===== src/rtl/rxq_pkg.sv =====
package rxq_pkg;
  // control byte field positions (a host driver decodes these)
  localparam int CTL_CLR_RX  = 1;
  localparam int CTL_CLR_TX  = 2;
  localparam int CTL_DMA     = 3;
  localparam int CTL_DEEP    = 5;
  localparam int CTL_TRIG_LO = 6;

  typedef enum logic {
    DMA_LEVEL = 1'b0,
    DMA_BURST = 1'b1
  } rxq_dma_e;

  // threshold derived from capacity: 1, 1/4, 1/2, 7/8
  function automatic int unsigned rxq_thr(input int unsigned depth, input logic [1:0] sel);
    case (sel)
      2'd0:    return 1;
      2'd1:    return depth / 4;
      2'd2:    return depth / 2;
      default: return depth - depth / 8;
    endcase
  endfunction
endpackage


===== src/rtl/rxq_ctl.sv =====
module rxq_ctl
  import rxq_pkg::*;
(
  input  logic       clk,
  input  logic       rst,
  input  logic       ctl_wr,
  input  logic [7:0] ctl_data,
  output logic       deep_q,
  output rxq_dma_e   dma_q,
  output logic [1:0] trig_q,
  output logic       deep_nxt,
  output rxq_dma_e   dma_nxt,
  output logic [1:0] trig_nxt,
  output logic       flush_rx,
  output logic       flush_tx
);
  logic depth_chg;
  logic unused_bits;

  assign unused_bits = ^{ctl_data[0], ctl_data[4]};

  always_comb begin
    depth_chg = ctl_wr && (ctl_data[CTL_DEEP] != deep_q);
    deep_nxt  = ctl_wr ? ctl_data[CTL_DEEP] : deep_q;
    dma_nxt   = ctl_wr ? rxq_dma_e'(ctl_data[CTL_DMA]) : dma_q;
    trig_nxt  = ctl_wr ? ctl_data[CTL_TRIG_LO +: 2] : trig_q;
    flush_rx  = (ctl_wr && ctl_data[CTL_CLR_RX]) || depth_chg;
    flush_tx  = (ctl_wr && ctl_data[CTL_CLR_TX]) || depth_chg;
  end

  // clear bits are never stored: they act only in the write cycle
  always_ff @(posedge clk) begin
    if (rst) begin
      deep_q <= 1'b0;
      dma_q  <= DMA_LEVEL;
      trig_q <= 2'd0;
    end else begin
      deep_q <= deep_nxt;
      dma_q  <= dma_nxt;
      trig_q <= trig_nxt;
    end
  end
endmodule


===== src/rtl/rxq_store.sv =====
module rxq_store #(
  parameter int AW = 6,
  parameter int DW = 11,
  localparam int NWORDS = 1 << AW
) (
  input  logic          clk,
  input  logic          we,
  input  logic [AW-1:0] waddr,
  input  logic [DW-1:0] wdata,
  input  logic          re,
  input  logic [AW-1:0] raddr,
  output logic [DW-1:0] rdata
);
  logic [DW-1:0] mem [NWORDS];

  // plain write plus registered read: maps onto a block RAM
  always_ff @(posedge clk) begin
    if (we) mem[waddr] <= wdata;
    if (re) rdata <= mem[raddr];
  end
endmodule


===== src/rtl/rxq_track.sv =====
module rxq_track
  import rxq_pkg::*;
#(
  parameter int SHALLOW = 16,
  parameter int DEEP    = 64,
  localparam int AW = $clog2(DEEP),
  localparam int CW = $clog2(DEEP + 1)
) (
  input  logic          clk,
  input  logic          rst,
  input  logic          rx_valid,
  input  logic          rd_en,
  input  logic          lsr_rd,
  input  logic          flush,
  input  logic          deep_q,
  input  logic          deep_nxt,
  input  rxq_dma_e      dma_nxt,
  input  logic [1:0]    trig_nxt,
  output logic          push,
  output logic          pop,
  output logic [AW-1:0] waddr,
  output logic [AW-1:0] raddr,
  output logic [CW-1:0] count_q,
  output logic          irq_q,
  output logic          ready_q,
  output logic          overrun_q,
  output logic          rd_valid_q
);
  logic [CW-1:0] cap;
  logic [AW-1:0] mask;
  logic [CW-1:0] thr;
  logic [CW-1:0] cnt_nxt;
  logic [AW-1:0] wptr_nxt, rptr_nxt;
  logic          full, drop;
  logic          ready_nxt;

  always_comb begin
    cap   = deep_q ? CW'(DEEP) : CW'(SHALLOW);
    mask  = deep_q ? AW'(DEEP - 1) : AW'(SHALLOW - 1);
    thr   = CW'(rxq_thr(deep_nxt ? DEEP : SHALLOW, trig_nxt));
    full  = (count_q == cap);
    pop   = rd_en && (count_q != '0) && !flush;
    push  = rx_valid && !flush && (!full || pop);
    drop  = rx_valid && !flush && full && !pop;

    if (flush) begin
      cnt_nxt  = '0;
      wptr_nxt = '0;
      rptr_nxt = '0;
    end else begin
      cnt_nxt  = count_q + CW'(push) - CW'(pop);
      wptr_nxt = push ? ((waddr + AW'(1)) & mask) : waddr;
      rptr_nxt = pop  ? ((raddr + AW'(1)) & mask) : raddr;
    end

    if (dma_nxt == DMA_LEVEL)  ready_nxt = (cnt_nxt != '0);
    else if (cnt_nxt >= thr)   ready_nxt = 1'b1;
    else if (cnt_nxt == '0)    ready_nxt = 1'b0;
    else                       ready_nxt = ready_q;
  end

  always_ff @(posedge clk) begin
    if (rst) begin
      count_q    <= '0;
      waddr      <= '0;
      raddr      <= '0;
      irq_q      <= 1'b0;
      ready_q    <= 1'b0;
      overrun_q  <= 1'b0;
      rd_valid_q <= 1'b0;
    end else begin
      count_q    <= cnt_nxt;
      waddr      <= wptr_nxt;
      raddr      <= rptr_nxt;
      irq_q      <= (cnt_nxt >= thr);
      ready_q    <= ready_nxt;
      rd_valid_q <= pop;
      if (drop)        overrun_q <= 1'b1;
      else if (lsr_rd) overrun_q <= 1'b0;
    end
  end
endmodule


===== src/rtl/rxq_fifo_ctl.sv =====
module rxq_fifo_ctl
  import rxq_pkg::*;
#(
  parameter int SHALLOW = 16,
  parameter int DEEP    = 64,
  parameter int CHAR_W  = 8,
  parameter int ERR_W   = 3,
  localparam int CW = $clog2(DEEP + 1)
) (
  input  logic              clk,
  input  logic              rst,
  input  logic              ctl_wr,
  input  logic [7:0]        ctl_data,
  input  logic              rx_valid,
  input  logic [CHAR_W-1:0] rx_char,
  input  logic [ERR_W-1:0]  rx_err,
  input  logic              rd_en,
  output logic [CHAR_W-1:0] rd_char,
  output logic [ERR_W-1:0]  rd_err,
  output logic              rd_valid,
  input  logic              lsr_rd,
  output logic              overrun,
  output logic [CW-1:0]     count,
  output logic              data_irq,
  input  logic              tx_empty,
  output logic              rx_ready,
  output logic              tx_ready,
  output logic              tx_clr
);
  localparam int AW = $clog2(DEEP);
  localparam int DW = CHAR_W + ERR_W;

  logic          deep_q, deep_nxt;
  rxq_dma_e      dma_q, dma_nxt;
  logic [1:0]    trig_q, trig_nxt;
  logic          flush_rx, flush_tx;
  logic          push, pop;
  logic [AW-1:0] waddr, raddr;
  logic [DW-1:0] rdata;
  logic          unused_trig;

  assign unused_trig = ^trig_q;

  rxq_ctl ctl_i (
    .clk, .rst, .ctl_wr, .ctl_data,
    .deep_q, .dma_q, .trig_q,
    .deep_nxt, .dma_nxt, .trig_nxt,
    .flush_rx, .flush_tx
  );

  rxq_track #(.SHALLOW(SHALLOW), .DEEP(DEEP)) trk_i (
    .clk, .rst, .rx_valid, .rd_en, .lsr_rd,
    .flush(flush_rx), .deep_q, .deep_nxt, .dma_nxt, .trig_nxt,
    .push, .pop, .waddr, .raddr,
    .count_q(count), .irq_q(data_irq), .ready_q(rx_ready),
    .overrun_q(overrun), .rd_valid_q(rd_valid)
  );

  rxq_store #(.AW(AW), .DW(DW)) mem_i (
    .clk, .we(push), .waddr, .wdata({rx_err, rx_char}),
    .re(pop), .raddr, .rdata
  );

  assign {rd_err, rd_char} = rdata;

  always_ff @(posedge clk) begin
    if (rst) begin
      tx_ready <= 1'b0;
      tx_clr   <= 1'b0;
    end else begin
      tx_ready <= tx_empty;
      tx_clr   <= flush_tx;
    end
  end
endmodule


===== config.mk =====
export PLATFORM = sky130hd
export DESIGN_NAME = rxq_fifo_ctl
export DESIGN_NICKNAME = d
export VERILOG_FILES = /design/src/rtl/rxq_pkg.sv /design/src/rtl/rxq_ctl.sv /design/src/rtl/rxq_store.sv /design/src/rtl/rxq_track.sv /design/src/rtl/rxq_fifo_ctl.sv
export SDC_FILE = /design/constraint.sdc
export NUM_CORES = 1
export LEC_CHECK = 0
export ABC_AREA = 1
export BUFFER_PORTS_ARGS = -buffer_cell sky130_fd_sc_hd__buf_4
export CORE_UTILIZATION = 55
export DETAILED_ROUTE_END_ITERATION = 8
export PLACE_DENSITY = 0.71
export SYNTH_ARGS = -nofsm -noshare
export SYNTH_HDL_FRONTEND = slang
export SYNTH_SLANG_ARGS = --single-unit

===== constraint.sdc =====
create_clock -name clk -period 4 [get_ports clk]
set_input_delay 0.6 -clock clk [delete_from_list [all_inputs] [get_ports clk]]
set_output_delay 0.6 -clock clk [all_outputs]
set_load 0.02 [all_outputs]

==> metrics <==
status=completed; Max rail drop VDD=402 µV; dominant cell type by area after synthesis=edfxtp_1; syn nets=2,619; Worst Path Max Fanout=12; Fmax achieved=286 MHz; Post-Route Utilization=62.2%; antenna cells=0; # IOs=50; class of the worst hold path=in2reg; Worst-Skew Late Latency=620 ps; FF-to-FF Start=trk_i.count_q[4]; Layout Cells excl Fill=3,449; FFs w/ async S/R, synth=0%; nets=2,685; DP HPWL=42,500 µm; root buffer selected by CTS=clkbuf_16; clock sinks=744; clk_skew=26.7 ps; final worst-path cycle share=87.4%; hold path endpoint=tx_ready; Clock transition at path regs=60 ps; yosys warns=0; FF-to-FF path depth=24; GPL Wtd Cong=0.893; # H-tree levels=3; synth unique cells=33; post-synthesis register bit count=744; clk buf depth=3; Leakage=0.0119 µW; hold_sp=tx_empty; initial core utilization=55.5%; data required time of the worst path=4500 ps; setup_tns=0 ps; Commonest cells post-synth=edfxtp_1 (715), nor2_1 (557), nand2_1 (327); mapped cell area=30,500 µm²; largest net degree at the start of global routing=205; crit path capture type=flop; # DRC=0; die span in x=238 µm; Total GRT Usage=27.0%; Max Slew Vio Count=0; Hold Vio Cnt, Final=0; placed insts=3,311; RSZ-0062 raised after global routing=false; max_slew headroom=26.8%; syn_area_per_cell=11.9 µm²; 1st-pass router iterations=6; share of the synthesized area in the top cell type=70.3%; Vias/cell=5.83; CTS tree=yes; first-pass GRT wire length=115,000 µm; power per cell area=528 nW/µm²; total number of vias=20,100; vias in the first global route=19,700; Die H=238 µm; CTS Buf Count=76; initial antenna violation count=2; Post-CTS Hold Buffers=0; post-synthesis sequential area ratio=72.2%; synthesis-to-finish area growth=12.0%; Final ANT Viol Nets=0; GR Overflow Total=0; Post-CTS Setup Bufs=0; ys flop type=edfxtp_1; post-route minimum period=3490 ps; top cells by area, synth=edfxtp_1 (70%), nor2_1 (6.8%), o21ai_0 (4.8%); DR WL/cell=22.0 µm; Die ar.=56,500 µm²; Syn Inst Count=2,575; critical path arrival=3990 ps; Detailed Route Iter0 Violations=2,202; core area=55,000 µm²; Setup violations, final=0; row count=86; crit path kind=reg2reg; leading cell type by number of instances after synthesis=edfxtp_1; FF-to-FF End=trk_i.ready_q; WHS Path Cells=3; post-CTS sizing=0; Tightest Pin Transition=1100 ps; crit start category=flop; drt total wl=75,800 µm; max-cap violations=0; Post-synth EDFFs=715; Register-to-Register Setup Slack=510 ps; IO buf count=47; fraction of layout instances using a drive strength above 1=10.2%
cells by family after synthesis:
| family | after synthesis | share of synthesized area, % |
|---|---|---|
| AOI/OAI and AO/OA | 480 | 8.69 |
| xor gates and xnor gates | 6 | 0.172 |
| adders and majority gates | 18 | 0.762 |
| buffers and inverters | 236 | 3.57 |
| DFF | 744 | 72.2 |
| and+or+nand+nor | 1091 | 14.6 |
worst max-delay path by stage:
stage,to,cells past startpoint,start
3_3_place_gp,trk_i.ready_q,24,ctl_data[5]
2_1_floorplan,trk_i.ready_q,21,ctl_wr
5_1_grt,trk_i.ready_q,23,ctl_i.deep_q
4_1_cts,trk_i.ready_q,23,ctl_i.deep_q
3_5_place_dp,trk_i.ready_q,24,ctl_data[5]
6_report,trk_i.ready_q,24,trk_i.count_q[4]
registers in the layout (all words and copies together) (netlist names):
signal,cells
trk_i.count_q,7
mem_i.rdata,11
trk_i.ready_q,1
ctl_i.deep_q,1
trk_i.overrun_q,1
ctl_i.dma_q,1
trk_i.waddr,6
ctl_i.trig_q,2
mem_i.mem,704
tx_clr,1
trk_i.raddr,6
trk_i.irq_q,1
trk_i.rd_valid_q,1
tx_ready,1
worst max-delay path, cell delays in order (launching register included):
cell     delay (ps)
dfxtp_1         390
inv_1           100
ha_1            200
nand2_1          60
nor2_1           40
nor2_1          100
nand2_2         150
nand2_1         130
nand2_1          80
ha_1            280
inv_1            40
ha_1            210
fa_1            470
xor2_1          190
nand2_1         120
inv_1            60
ha_1            280
nand2_1          70
nand2_1          40
nand2_1          50
nand2_1          40
nand2_1          50
nand3_1          80
nand3_1          80
nand2_1          50
power by group:
part | leakage, µW | switching (µW) | internal [µW]
clock | 0.00115 | 2890 | 3870
sequential | 0.00667 | 90.2 | 8650
combinational | 0.00412 | 1790 | 774
total | 0.0119 | 4760 | 13300
per-stage QoR:
stage	power [µW]	setup WS, ps	instance area, µm²	hold slack [ps]
after global routing	18700	231	34200	220
after global placement	11400	404	31900	496
after CTS	18100	493	34200	184
after detailed placement	11400	356	31900	496
after floorplan	10600	418	30500	466
final	18100	505	34200	202
per-layer routing:
layer,vias up,track usage [%],routed length [µm]
met5,-,0,32
met4,4,10.4,2360
met3,129,4.70,5760
met2,829,45.1,37500
met1,9884,35.4,30100
li1,9250,-,-
placed cells by master, fill, tap and decap left out, types with 6 or more instances in the layout:
master | Yosys | routed
clkinv_1 | 2 | 20
o211ai_1 | 89 | 89
xor2_1 | 6 | 6
clkbuf_1 | 68 | 18
inv_1 | 77 | 76
clkbuf_16 | 0 | 77
nand4_1 | 7 | 7
nand3_1 | 167 | 167
buf_4 | 12 | 135
clkinv_2 | 0 | 12
buf_12 | 0 | 6
o22ai_1 | 12 | 12
edfxtp_1 | 715 | 715
a21oi_1 | 51 | 51
a31oi_1 | 9 | 9
or2_2 | 13 | 13
o21ai_1 | 24 | 24
dfxtp_1 | 29 | 26
nor2_1 | 557 | 556
ha_1 | 17 | 17
o21ai_0 | 294 | 294
nand2_1 | 327 | 327
final cells by class:
cell class	instances	area, µm²
clock buffers	95	1990
clock inverters	43	362
fillers	4129	20800
inverters	83	319
multi-input cells	1595	7400
flip-flops and latches	744	22100
well taps	748	936
repair buffers	141	1130
No activity file was read; power rests on OpenSTA's default activity.
